### config.mk
export PLATFORM = sky130hd
export DESIGN_NAME = kpad_select_reg
export DESIGN_NICKNAME = d
export VERILOG_FILES = /design/src/rtl/kpad_pkg.sv /design/src/rtl/kpad_ctrl.sv /design/src/rtl/kpad_datapath.sv /design/src/rtl/kpad_select_reg.sv
export SDC_FILE = /design/constraint.sdc
export NUM_CORES = 1
export LEC_CHECK = 0
export BUFFER_PORTS_ARGS = -buffer_cell sky130_fd_sc_hd__buf_4
export CORE_AREA = 8 8 45 47
export CTS_CLUSTER_DIAMETER = 30
export CTS_CLUSTER_SIZE = 8
export DETAILED_ROUTE_END_ITERATION = 8
export DIE_AREA = 0 0 53 55
export GPL_TIMING_DRIVEN = 0
export PLACE_DENSITY = 0.71
export SYNTH_ARGS = -nofsm -noshare
export SYNTH_HDL_FRONTEND = slang
export SYNTH_SLANG_ARGS = --single-unit
### constraint.sdc
create_clock -name clk -period 0.9 [get_ports clk]
set_clock_uncertainty 0.05 [all_clocks]
set_input_delay 0.045 -clock clk [delete_from_list [all_inputs] [get_ports clk]]
set_output_delay 0.045 -clock clk [all_outputs]
set_load 0.1 [all_outputs]
### src/rtl/kpad_pkg.sv
package kpad_pkg;
  localparam int GROUP_W   = 4;
  localparam int NUM_GROUP = 2;
  localparam int BTN_W     = GROUP_W * NUM_GROUP;
  localparam int REG_W     = 8;
  localparam int SEL_LSB   = 4;

  typedef struct packed {
    logic                 loadSel;
    logic [NUM_GROUP-1:0] selValue;
  } kpadStrobes_t;
endpackage

### src/rtl/kpad_ctrl.sv
module kpad_ctrl
  import kpad_pkg::*;
(
  input  logic             wrEn,
  input  logic [REG_W-1:0] wrData,
  output kpadStrobes_t     strobes
);
  logic [REG_W-NUM_GROUP-1:0] unusedWrBits;

  always_comb begin
    strobes.loadSel  = wrEn;
    strobes.selValue = wrData[SEL_LSB +: NUM_GROUP];
    unusedWrBits     = {wrData[REG_W-1:SEL_LSB+NUM_GROUP], wrData[SEL_LSB-1:0]};
  end
endmodule

### src/rtl/kpad_datapath.sv
module kpad_datapath
  import kpad_pkg::*;
#(
  parameter int SYNC_STAGES = 2
) (
  input  logic             clk,
  input  logic             rstN,
  input  logic [BTN_W-1:0] btnRaw,
  input  kpadStrobes_t     strobes,
  output logic [REG_W-1:0] rdData
);
  localparam int TOP_W = REG_W - SEL_LSB - NUM_GROUP;

  logic [BTN_W-1:0]     syncStage [SYNC_STAGES];
  logic [NUM_GROUP-1:0] selReg;
  logic [GROUP_W-1:0]   groupLine [NUM_GROUP];
  logic [GROUP_W-1:0]   mergedPress;

  genvar s;
  generate
    for (s = 0; s < SYNC_STAGES; s++) begin : g_sync
      always_ff @(posedge clk or negedge rstN) begin
        if (!rstN) syncStage[s] <= '0;
        else if (s == 0) syncStage[s] <= btnRaw;
        else syncStage[s] <= syncStage[(s == 0) ? 0 : s-1];
      end
    end
  endgenerate

  always_ff @(posedge clk or negedge rstN) begin
    if (!rstN) selReg <= '0;
    else if (strobes.loadSel) selReg <= strobes.selValue;
  end

  // Group g is enabled by select bit NUM_GROUP-1-g, active low.
  genvar g;
  generate
    for (g = 0; g < NUM_GROUP; g++) begin : g_group
      always_comb begin
        if (!selReg[NUM_GROUP-1-g])
          groupLine[g] = syncStage[SYNC_STAGES-1][g*GROUP_W +: GROUP_W];
        else
          groupLine[g] = '0;
      end
    end
  endgenerate

  always_comb begin
    mergedPress = '0;
    for (int k = 0; k < NUM_GROUP; k++) mergedPress = mergedPress | groupLine[k];
    rdData = {{TOP_W{1'b1}}, selReg, ~mergedPress};
  end
endmodule

### src/rtl/kpad_select_reg.sv
module kpad_select_reg
  import kpad_pkg::*;
#(
  parameter int SYNC_STAGES = 2
) (
  input  logic       clk,
  input  logic       rstN,
  input  logic [7:0] btnRaw,
  input  logic       wrEn,
  input  logic [7:0] wrData,
  output logic [7:0] rdData
);
  kpadStrobes_t strobes;

  kpad_ctrl u_ctrl (
    .wrEn    (wrEn),
    .wrData  (wrData),
    .strobes (strobes)
  );

  kpad_datapath #(.SYNC_STAGES(SYNC_STAGES)) u_dp (
    .clk     (clk),
    .rstN    (rstN),
    .btnRaw  (btnRaw),
    .strobes (strobes),
    .rdData  (rdData)
  );
endmodule

==> flow_summary.ini <==
[logic_synthesis]
yosysSeqAreaShare = 0.8511
synthTopCellsByCount = dfrtp_1, a22oi_1
async_flop_share = 1.000
synth_xor_area_frac = 0
yosys_most_used_dff = dfrtp_1
synth_top_area_frac = 0.8511
synthCells = 31
synth_simple_gate_area_frac = 0.01418
synth_area_leader_cell = dfrtp_1
synth-seq-cells = 18
synth_area_per_cell_um2 = 17.07
muxShareOfSynthArea = 0
yosysMostFrequentCell = dfrtp_1
synth_compound_gate_area_share = 0.08511
synth-edff-count = 0
synth_top_cells_by_area = dfrtp_1, a22oi_1, buf_4, a22oi_2, o21ai_1
ys_warn_count = 0
synth_top_family_by_area = compound AO/OA/AOI/OAI gates
synth_cell_types = 8
syn_area_um2 = 529.3
synth_fa_ha_area_frac = 0

[routing]
drtIter0Drc = 1
wire_per_inst_um = 11.80
via_per_inst = 4.143
drtPass1Iterations = 2
drtAntennaViolNets = 0
wirelength_um = 991
drc = 0
vias = 348

[layout]
drive_above_1_share = 0.4853
area_growth_syn_to_layout_pct = 78.25
fin_nets = 88
antenna_cells = 0

[die]
num_io_pins = 27
die_height_um = 55
die_x_um = 53
initial_core_util = 0.3825
coreArea_um2 = 1384
rows = 14
die_area_um2 = 2915

[timing]
final_max_slew_viol_count = 0
worst_slack_ns = -0.3883
fin_crit_ns = 1.288
grt_setup_unrepaired = yes
finalCritPeriodShare = 1.431
fmax_mhz = 776.2
whs_ns = 0.09653
hold_viol_final = 0
setup_violations = 6

[run_status]
status = finished, violations left
failed_checks = setup timing

[worst_setup_path]
worstRegToRegCells = 2
required_ns = 0.81
crit_path_start = u_dp.selReg[1]$_DFFE_PN0P_
crit_arrival_ns = 1.19
r2r_start = u_dp.selReg[1]$_DFFE_PN0P_
startpoint_type = flop
critPathCaptureType = primary output
cp_max_fo = 5
crit_type = reg2out

[placed_design]
dp_slack_ns = -0.1480
gp_congestion = 0.7075
io_buffers = 18

[power_and_ir_drop]
vdd_drop_max_mv = 0.9945
p_leak_nw = 0.4359
design_power_total_mw = 1.791
p_per_area_nw_per_um2 = 1898

[global_routing]
grt_use_total = 0.07688
grt_overflow = 0
grt_max_degree = 19
grt_antenna_before_repair = 0
grt_pass1_wl_mm = 1.649
grt_pass1_vias = 390

[cts]
htree_levels = 1
cts_buffers = 3
clkLatencyLatePin_ns = 0.28
clockRootBuffer = clkbuf_4
clkTransAtPathRegs_ns = 0.10
cts_tree = done
clock-sinks = 18
clock_path_buffers = 2

[worst_hold_path]
holdCritPathClass = in2async

[run]
drv_cap = 0
## power by group
part	switching [mW]	internal, mW	total (mW)
logic	0.324	0.200	0.524
registers	0.0193	0.857	0.877
clock network	0.218	0.172	0.390
total	0.561	1.23	1.79
## layout by cell type (no fill, tap or decap), drive strengths merged
cell | Yosys | final
buf | 2 | 22
clkbuf | 0 | 4
dlygate4sd3 | 0 | 12
inv | 2 | 2
o21ai | 2 | 2
nand2 | 2 | 2
dfrtp | 18 | 18
conb | 1 | 2
a22oi | 4 | 4
## repair_timing
item                                    CTS  global route
resized for setup                        14             2
hold buffers                             12             0
pin swaps                                 1             0
hold endpoints to repair                 28             0
buffers inserted                          1             1
endpoints found under the setup margin    6             6
## worst paths after layout
check	end	slack, ns
max reg2reg	u_dp.selReg[1]$_DFFE_PN0P_	0.08
min reg2reg	u_dp.syncStage[2]$_DFF_PN0_	0.30
min	u_dp.selReg[1]$_DFFE_PN0P_	0.1
max	rdData[0]	-0.39
max in group asynchronous	u_dp.selReg[0]$_DFFE_PN0P_	0.50
min in group clk	u_dp.syncStage[2]$_DFF_PN0_	0.30
## final cells by class
type	instances	area, um2
fillers	98	440.4
flip-flops and latches	18	457.9
clock buffers	4	26.28
multi-input cells	10	75.07
plain buffers	2	15.01
inverters	2	12.51
well taps	16	20.02
repair buffers	32	336.6
## state kept, by name (all words and copies together), names as in the netlist
register,count
u_dp.selReg,2
u_dp.syncStage,16
## per-stage QoR
step | instances | TNS (ns) | area (um2) | utilization
global route | 84 | -2.433 | 943.4 | 0.6817
floorplan | 32 | -3.380 | 560.5 | -
detailed placement | 66 | -0.4865 | 715.7 | 0.5172
CTS | 83 | -2.124 | 927.1 | 0.6700
finish | 84 | -2.097 | 943.4 | 0.6817
global placement | 66 | -0.4541 | 715.7 | 0.5172
## metal layers
metal	routed length, um	track usage	share of wire	up-vias
met2	498	0.1309	0.50	17
met4	0	0.03879	0	0
met5	0	0	0	-
met3	107	0.04011	0.11	0
li1	-	-	-	171
met1	385	0.07544	0.39	160
## critical path, cell delays in order (launching register included)
cell and delay [ns]:
dfrtp_4 0.43, inv_4 0.05, a22oi_2 0.21, buf_12 0.21
## cell families (layout without fill, tap and decap cells)
logic type	Yosys count	after routing
AOI/OAI and AO/OA	6	6
other	1	2
DFF	18	18
buffers and inverters	4	40
and+or+nand+nor	2	2
(Power assumes the default switching activity.)
